File: src/rtl/irqf_pkg.sv
package irqf_pkg;
    typedef enum logic {
        ST_RUN  = 1'b0,
        ST_HALT = 1'b1
    } run_state_t;
endpackage

File: src/rtl/irqf_prio.sv
module irqf_prio #(
    parameter int N    = 5,
    parameter int IDXW = (N > 1) ? $clog2(N) : 1
) (
    input  logic [N-1:0]    cand,
    output logic [N-1:0]    onehot,
    output logic            valid,
    output logic [IDXW-1:0] idx
);
    logic [N:0] below;

    assign below[0] = 1'b0;
    for (genvar i = 0; i < N; i++) begin : g_chain
        assign below[i+1] = below[i] | cand[i];
        assign onehot[i]  = cand[i] & ~below[i];
    end
    assign valid = below[N];

    always_comb begin
        idx = '0;
        for (int i = 0; i < N; i++) begin
            if (onehot[i]) idx = IDXW'(i);
        end
    end
endmodule

File: src/rtl/irqf_flags.sv
module irqf_flags #(
    parameter int N = 5
) (
    input  logic         clk,
    input  logic         rst_n,
    input  logic [N-1:0] req_now,
    input  logic [N-1:0] req_late,
    input  logic         wr_flags,
    input  logic         wr_en,
    input  logic [N-1:0] wdata,
    input  logic [N-1:0] ack_mask,
    output logic [N-1:0] flags,
    output logic [N-1:0] pend,
    output logic [N-1:0] en
);
    always_ff @(posedge clk) begin
        if (!rst_n) begin
            flags <= '0;
            pend  <= '0;
            en    <= '0;
        end else begin
            pend <= req_late;
            if (wr_flags) begin
                flags <= wdata | req_now;
            end else begin
                flags <= ((flags | pend) & ~ack_mask) | req_now;
            end
            if (wr_en) en <= wdata;
        end
    end


    req_now_lands_chk: assert property (@(posedge clk) disable iff (!rst_n)
        (req_now != '0) |=> ((flags & $past(req_now)) == $past(req_now)));


    wr_clears_pend_chk: assert property (@(posedge clk) disable iff (!rst_n)
        wr_flags |=> (pend == $past(req_late)));


    ack_clears_chk: assert property (@(posedge clk) disable iff (!rst_n)
        ((ack_mask != '0) && !wr_flags && ((ack_mask & req_now) == '0))
        |=> ((flags & $past(ack_mask)) == '0));
endmodule

File: src/rtl/irqf_halt_fsm.sv
module irqf_halt_fsm
    import irqf_pkg::*;
(
    input  logic clk,
    input  logic rst_n,
    input  logic halt_req,
    input  logic wake,
    output logic halted
);
    run_state_t state, state_nx;

    always_ff @(posedge clk) begin
        if (!rst_n) state <= ST_RUN;
        else        state <= state_nx;
    end

    always_comb begin
        state_nx = state;
        unique case (state)
            ST_RUN:  if (halt_req && !wake) state_nx = ST_HALT;
            ST_HALT: if (wake)              state_nx = ST_RUN;
            default: state_nx = ST_RUN;
        endcase
    end

    assign halted = (state == ST_HALT);


    wake_release_chk: assert property (@(posedge clk) disable iff (!rst_n)
        (halted && wake) |=> !halted);


    halt_entry_chk: assert property (@(posedge clk) disable iff (!rst_n)
        (!halted && halt_req && !wake) |=> halted);
endmodule

File: src/rtl/irq_flag_ctrl.sv
module irq_flag_ctrl #(
    parameter int         NSRC     = 5,
    parameter int         DW       = 8,
    parameter logic [7:0] VEC_BASE = 8'h40,
    parameter int         VEC_STEP = 8
) (
    input  logic            clk,
    input  logic            rst_n,
    input  logic [NSRC-1:0] req_now,
    input  logic [NSRC-1:0] req_late,
    input  logic            reg_sel,
    input  logic            reg_wr,
    input  logic [DW-1:0]   reg_wdata,
    output logic [DW-1:0]   reg_rdata,
    input  logic            halt_req,
    input  logic            ack,
    output logic            halted,
    output logic            wake,
    output logic            irq_valid,
    output logic [NSRC-1:0] irq_sel,
    output logic [7:0]      irq_vec
);
    localparam int PADW = DW - NSRC;
    localparam int IDXW = (NSRC > 1) ? $clog2(NSRC) : 1;

    logic [NSRC-1:0] flags, pend, en, cand, ack_mask;
    logic [IDXW-1:0] idx;
    logic            wr_flags, wr_en;
    logic [PADW-1:0] unused_wdata;

    assign wr_flags     = reg_wr && !reg_sel;
    assign wr_en        = reg_wr &&  reg_sel;
    assign ack_mask     = ack ? irq_sel : '0;
    assign unused_wdata = reg_wdata[DW-1:NSRC];

    irqf_flags #(.N(NSRC)) u_flags (
        .clk      (clk),
        .rst_n    (rst_n),
        .req_now  (req_now),
        .req_late (req_late),
        .wr_flags (wr_flags),
        .wr_en    (wr_en),
        .wdata    (reg_wdata[NSRC-1:0]),
        .ack_mask (ack_mask),
        .flags    (flags),
        .pend     (pend),
        .en       (en)
    );

    assign cand = (en & flags) | (halted ? '0 : (en & pend));
    assign wake = |cand;

    irqf_prio #(.N(NSRC), .IDXW(IDXW)) u_prio (
        .cand   (cand),
        .onehot (irq_sel),
        .valid  (irq_valid),
        .idx    (idx)
    );

    assign irq_vec = VEC_BASE + 8'(idx) * 8'(VEC_STEP);

    irqf_halt_fsm u_fsm (
        .clk      (clk),
        .rst_n    (rst_n),
        .halt_req (halt_req),
        .wake     (wake),
        .halted   (halted)
    );

    assign reg_rdata = reg_sel ? {{PADW{1'b0}}, en}
                               : {{PADW{1'b1}}, (flags | pend)};


    if_pad_chk: assert property (@(posedge clk) disable iff (!rst_n)
        !reg_sel |-> (reg_rdata[DW-1:NSRC] == {PADW{1'b1}}));


    one_hot_sel_chk: assert property (@(posedge clk) disable iff (!rst_n)
        $onehot0(irq_sel) && (irq_valid == (irq_sel != '0)));


    halt_masks_pend_chk: assert property (@(posedge clk) disable iff (!rst_n)
        (halted && ((en & flags) == '0)) |-> !wake);
endmodule

File: config.mk
export PLATFORM = sky130hd
export DESIGN_NAME = irq_flag_ctrl
export DESIGN_NICKNAME = d
export VERILOG_FILES = /design/src/rtl/irqf_pkg.sv /design/src/rtl/irqf_prio.sv /design/src/rtl/irqf_flags.sv /design/src/rtl/irqf_halt_fsm.sv /design/src/rtl/irq_flag_ctrl.sv
export SDC_FILE = /design/constraint.sdc
export NUM_CORES = 1
export LEC_CHECK = 0
export BUFFER_PORTS_ARGS = -buffer_cell sky130_fd_sc_hd__buf_4
export CAP_MARGIN = 40
export CORE_MARGIN = 8
export CORE_UTILIZATION = 38
export CTS_BUF_LIST = sky130_fd_sc_hd__clkbuf_8
export CTS_CLUSTER_SIZE = 12
export DETAILED_ROUTE_END_ITERATION = 10
export PLACE_DENSITY = 0.69
export SLEW_MARGIN = 20
export SYNTH_ARGS = -nofsm -noshare
export SYNTH_HDL_FRONTEND = slang
export SYNTH_SLANG_ARGS = --single-unit
File: constraint.sdc
create_clock -name clk -period 1.76 [get_ports clk]
set_input_delay 0.088 -clock clk [delete_from_list [all_inputs] [get_ports clk]]
set_output_delay 0.088 -clock clk [all_outputs]
set_load 0.005 [all_outputs]
==> results of run 1 <==
## registers in the layout, indices dropped and copies added (netlist names)
register	count
u_flags.en	5
u_flags.flags	5
u_flags.pend	5
u_fsm.halted	1
## worst paths after layout
| path | from | to | slack (ns) | cells past startpoint |
|---|---|---|---|---|
| setup / recovery | u_fsm.halted$_SDFF_PN0_ | irq_vec[3] | 0.09 | 5 |
| hold / removal | req_late[4] | u_flags.pend[4]$_SDFF_PN0_ | 0.04 | 2 |
| setup reg to reg | u_fsm.halted$_SDFF_PN0_ | u_flags.flags[4]$_SDFF_PN0_ | 0.40 | 4 |
| hold reg to reg | u_flags.en[4]$_SDFFE_PN0P_ | u_flags.en[4]$_SDFFE_PN0P_ | 0.49 | 2 |
## worst reg2reg max path: cells and delay by family, from the launching register on
kind / cells / cell delay (ns)
flip-flops: 1 / 0.40
AO/OA/AOI/OAI: 2 / 0.58
AND/OR/NAND/NOR: 2 / 0.28
## power by group through the flow
stage	clock, mW	sequential, mW	combinational, mW
6_report	0.327	0.408	0.209
5_1_grt	0.350	0.410	0.230
4_1_cts	0.331	0.408	0.210
3_5_place_dp	0	0.415	0.210
3_3_place_gp	0	0.414	0.205
2_1_floorplan	0	0.410	0.112
## layout make-up
class / count / area (µm²)
clock buffer: 4 / 55.1
multi-input combinational: 93 / 553
inverter: 3 / 11.3
sequential: 16 / 322
fill: 230 / 1130
timing repair buffer: 40 / 300
tap: 30 / 37.5
## cells in the mapped netlist, drive strengths merged, types with 2 or more instances
master  number
nor2b        6
nand2        8
a21oi       15
conb         2
nand3        5
a21boi       6
o21a         3
buf          8
nor3b        4
dfxtp       16
nand2b       6
o21ai        8
nor2         9
and2         5
clkbuf       3
inv          3
nor3         4
## timing repair
action                     CTS  global route
hold endpoints to repair     0             0
resized for setup            1             0
setup buffers                0             0
setup endpoints to repair    1             0
## through the flow
stage	utilization [%]	worst slack [ns]	std cells
floorplan	-	0.440	123
global route	53.1	0.0223	186
finish	53.1	0.0866	186
CTS	53.1	0.0680	186
global placement	50.7	0.304	182
detailed placement	50.7	0.244	182
## routing by layer
layer | GRT usage (%) | vias to the layer above
li1 | - | 473
met1 | 12.6 | 465
met2 | 23.1 | 25
met3 | 3.73 | 2
met4 | 4.09 | 0
met5 | 0 | -
## kinds of logic (layout without fill, tap and decap cells)
family                 Yosys count  in the layout  synth area share, %
flip-flops                      16             16                 33.9
buffers and inverters           14             47                 8.74
AND/OR/NAND/NOR                 52             52                 32.1
AO/OA/AOI/OAI                   36             36                 24.5
other                            2              5                0.795
==> qor.txt, run 1 <==
Crit-path max cell delay -> 0.40 ns
Clock power frac -> 34.7%
Count of nets left with antenna violations after detail routing -> 0
Largest fanout on the critical path -> 6
Worst Setup Start Kind -> flip-flop
WP buf/inv -> 1
Core area -> 2410 µm²
Outcome -> finished, final reports clean
Number of maximum-capacitance violations -> 0
Crit share post-route -> 95.1%
Worst-path clk slew -> 0.07 ns
Pin slew with the least headroom to its limit -> 0.497 ns
DR WL met2 -> 1380 µm
Global-route total usage across every layer -> 12.3%
Largest area contributor in the synthesized netlist -> sky130_fd_sc_hd__dfxtp_1
Ys Warns -> 0
Count of state elements after synthesis -> 16
Maximum frequency from static timing analysis -> 0.598 GHz
Floorplan die width -> 65.9 µm
Sequential cell area fraction in the yosys report -> 33.9%
Fin Setup TNS -> 0 ns
Share of total power consumed by net switching -> 26.0%
Final count of pins violating max slew -> 0
Hold WC Path Type -> primary input to flip-flop
NetSw -> 245 µW
Critical path cell sequence -> nor2b_1, o21a_4, nor4_2, or2_1, buf_4
CTS Hold Buffers Added -> 0
DRC violations left -> 0
Starting DRC count in detailed routing -> 37
Final setup violation count -> 0
Final hold violation count -> 0
Leak pwr -> 0.568 nW
Number of clock sinks seen by CTS -> 16
Number of diodes -> 0
Tightest hold margin -> 0.0439 ns
Later-pin clock latency in the skew report -> 0.25 ns
Vias -> 965
Syn-to-layout area delta -> 35.4%
Data required time at the worst endpoint -> 1.67 ns
Largest net degree at the start of global routing -> 17
Number of port buffers -> 39
Area share of the largest cell type after synthesis -> 33.9%
Remaining global-route overflow -> 0
Number of buffers added by the clock tree synthesis step -> 3
Routed vias/inst -> 5.19
Routed met1 length -> 1100 µm
Die area -> 4340 µm²
Floorplan die height -> 65.9 µm
Post-Synthesis Cells -> 120
Internal power contribution -> 698 µW
Share of flip-flops with an asynchronous set or reset after synthesis -> 0%
Maximum buffer depth of the clock tree -> 2
Drt wl/cell -> 14.3 µm
Drt first pass iters -> 4
Part of the total power dissipated in sequential elements -> 43.2%
Overall Power -> 943 µW
Vias in the first global route -> 1010
Worst Path Arrival -> 1.59 ns
Area post-placement -> 1220 µm²
Worst ir drop on vdd -> 0.505 mV
Clock Skews -> 0.00168 ns
Cell with the biggest individual delay on the critical path -> sky130_fd_sc_hd__dfxtp_2
Highest metal layer with signal wires -> met4
Number of nets in the layout -> 181
HPWL after detailed placement -> 2090 µm
Final standard cell area without fillers -> 1280 µm²
Routability Congestion -> 0.800
Most frequent cells in the layout -> sky130_fd_sc_hd__buf_4 (40), sky130_fd_sc_hd__a21oi_1 (15), sky130_fd_sc_hd__dfxtp_1 (15)
Start-to-end type of the worst setup path -> flip-flop to primary output
Minimum clock period after layout -> 1.67 ns
CTS tree -> done
Crit end category -> primary output
Most common library cell in the layout ignoring fill and taps -> sky130_fd_sc_hd__buf_4
Number of distinct library cells after synthesis -> 29
RSZ-0062 raised after global routing -> false
Wire length of the first global-routing pass -> 4310 µm
Proportion of layout cells with a drive suffix above 1 -> 32.1%
Clock tree root buffer cell -> sky130_fd_sc_hd__clkbuf_8
Count of flip-flops with a built-in enable after synthesis -> 0
I/O pin count -> 48
Comb power frac -> 22.1%
Ranking of synthesized cells by area -> sky130_fd_sc_hd__dfxtp_1 (34%), sky130_fd_sc_hd__a21oi_1 (7.9%), sky130_fd_sc_hd__buf_4 (6.4%)
Count of standard-cell rows -> 18
Routed length on met3 -> 188 µm
Worst slew margin relative to its limit -> 66.8%
Most used DFF post-synth -> sky130_fd_sc_hd__dfxtp_1
Starting Density -> 39.2%
Number of antenna violations at the first check in global routing -> 0
H-tree depth -> 1
Mean area per synthesized cell -> 7.87 µm²
Power Density -> 738 nW/µm²
Largest delay contributor family on the critical path -> simple AND/OR/NAND/NOR gates
Synthesized cell area -> 945 µm²
Wire length after detailed routing -> 2670 µm
Note: power is estimated with default switching activity, not from simulation.
==> inputs of run 2 (changes only) <==
Clock period 1.76 ns to 2.1 ns, I/O delays scaled along.
==> qor.txt, run 2 (synthesized netlist as in run 1, its figures left out) <==
Starting Density -> 39.2% (unchanged)
Number of buffers added by the clock tree synthesis step -> 3 (unchanged)
CTS tree -> done
Drt first pass iters -> 4 (unchanged)
Routed vias/inst -> 5.02 (-3.2%)
Number of clock sinks seen by CTS -> 16 (unchanged)
Largest net degree at the start of global routing -> 17 (unchanged)
Syn-to-layout area delta -> 34.4%
Overall Power -> 782 µW (-17%)
Data required time at the worst endpoint -> 2.00 ns (+0.33 ns)
Count of standard-cell rows -> 18 (unchanged)
Number of port buffers -> 39 (unchanged)
Floorplan die height -> 65.9 µm (unchanged)
Hold WC Path Type -> primary input to flip-flop
Largest registers in the final layout -> u_flags.en (5), u_flags.flags (5), u_flags.pend (5)
Remaining global-route overflow -> 0 (unchanged)
Routability Congestion -> 0.779 (-2.6%)
H-tree depth -> 1 (unchanged)
Count of nets left with antenna violations after detail routing -> 0 (unchanged)
Maximum frequency from static timing analysis -> 0.542 GHz
Number of antenna violations at the first check in global routing -> 0 (unchanged)
Starting DRC count in detailed routing -> 33 (-11%)
DRC violations left -> 0 (unchanged)
Start-to-end type of the worst setup path -> flip-flop to primary output
Minimum clock period after layout -> 1.84 ns
Worst ir drop on vdd -> 0.419 mV (-17%)
Worst-path clk slew -> 0.06 ns (about the same)
Number of diodes -> 0 (unchanged)
Clock Skews -> 0.00197 ns (+0.000288 ns)
Fin Setup TNS -> 0 ns (unchanged)
Floorplan die width -> 65.9 µm (unchanged)
Final hold violation count -> 0 (unchanged)
Crit end category -> primary output
Die area -> 4340 µm² (unchanged)
Power Density -> 616 nW/µm² (-17%)
Number of gates resized after CTS -> 0 (-1)
Core area -> 2410 µm² (unchanged)
Crit-path max cell delay -> 0.52 ns (+0.12 ns)
Final setup violation count -> 0 (unchanged)
Vias -> 929 (-3.7%)
Worst Path Arrival -> 1.74 ns (+0.15 ns)
Wire length of the first global-routing pass -> 4010 µm (-6.9%)
Proportion of layout cells with a drive suffix above 1 -> 31.0% (-1.1 points)
Worst Setup Start Kind -> flip-flop
Global-route total usage across every layer -> 11.5% (-0.86 points)
Crit share post-route -> 87.8%
Final count of pins violating max slew -> 0 (unchanged)
Cell with the biggest individual delay on the critical path -> sky130_fd_sc_hd__dfxtp_1
Number of maximum-capacitance violations -> 0 (unchanged)
RSZ-0062 raised after global routing -> false
Total setup buffers inserted after CTS -> 0 (unchanged)
CTS Hold Buffers Added -> 0 (unchanged)
Most common library cell in the layout ignoring fill and taps -> sky130_fd_sc_hd__buf_4
Most frequent cells in the layout -> sky130_fd_sc_hd__buf_4 (39), sky130_fd_sc_hd__dfxtp_1 (16), sky130_fd_sc_hd__a21oi_1 (15)
Clock tree root buffer cell -> sky130_fd_sc_hd__clkbuf_8
Critical path cell sequence -> nor2b_1, o21a_4, nor4_2, or2_1, buf_4
Vias in the first global route -> 903 (-11%)
I/O pin count -> 48 (unchanged)
Wire length after detailed routing -> 2560 µm (-4.3%)
Drt wl/cell -> 13.8 µm (-3.8%)
Outcome -> finished, final reports clean
Number of nets in the layout -> 180 (-0.55%)
Later-pin clock latency in the skew report -> 0.25 ns (about the same)
Leak pwr -> 0.562 nW (-0.95%)
HPWL after detailed placement -> 2030 µm (-3.1%)
Largest fanout on the critical path -> 8 (+2)
Maximum buffer depth of the clock tree -> 2 (unchanged)
[run 2: changes by cell type in the layout (fill, tap and decap cells not counted)]
cell and delta:
sky130_fd_sc_hd__dfxtp_2 -1, sky130_fd_sc_hd__dfxtp_1 +1, sky130_fd_sc_hd__buf_4 -1
[run 2: area by class of cell]
| class | count | area [µm²] |
|---|---|---|
| clock buffer | 4 | 55.1 |
| fill | 230 | 1140 |
| inverter | 3 | 11.3 |
| multi-input combinational | 93 | 553 |
| sequential | 16 | 320 |
| tap | 30 | 37.5 |
| timing repair buffer | 39 | 293 |
[run 2: report_power, final]
group,switching (mW),total (mW),internal [mW],leakage [nW]
Clock,0.104,0.271,0.166,0.0288
Combinational,0.0762,0.169,0.0927,0.401
Sequential,0.0191,0.342,0.323,0.133
[run 2: worst paths after layout]
| check | from | slack, ns | to | cells past startpoint |
|---|---|---|---|---|
| worst max-delay path | u_fsm.halted$_SDFF_PN0_ | 0.26 | irq_vec[3] | 5 |
| worst min-delay path | req_late[4] | 0.06 | u_flags.pend[4]$_SDFF_PN0_ | 2 |
| worst max register to register | u_fsm.halted$_SDFF_PN0_ | 0.59 | u_flags.flags[4]$_SDFF_PN0_ | 4 |
| worst min register to register | u_flags.en[4]$_SDFFE_PN0P_ | 0.49 | u_flags.en[4]$_SDFFE_PN0P_ | 2 |
[run 2: per-stage QoR]
| stage | hold slack (ns) | cells | setup WS, ns | utilization, % | area (µm²) |
|---|---|---|---|---|---|
| floorplan | 0.232 | 123 | 0.780 | - | 956 |
| global placement | 0.313 | 181 | 0.542 | 50.4 | 1210 |
| detailed placement | 0.317 | 181 | 0.504 | 50.4 | 1210 |
| CTS | 0.0597 | 185 | 0.229 | 52.7 | 1270 |
| global route | 0.0644 | 185 | 0.180 | 52.7 | 1270 |
| finish | 0.0602 | 185 | 0.256 | 52.7 | 1270 |
[run 2: metal layers]
layer	vias up	GRT usage, %	wire, µm
li1	472	-	-
met1	432	12.6	1080
met2	25	20.6	1290
met3	0	3.56	183
met4	0	3.27	0
met5	-	0	0
[run 2: worst max-delay path: cells and delay by family (launching register included)]
| family | cells | cell delay [ns] |
|---|---|---|
| AO/OA/AOI/OAI | 1 | 0.23 |
| buffers and inverters | 1 | 0.10 |
| flip-flops | 1 | 0.52 |
| AND/OR/NAND/NOR | 3 | 0.64 |
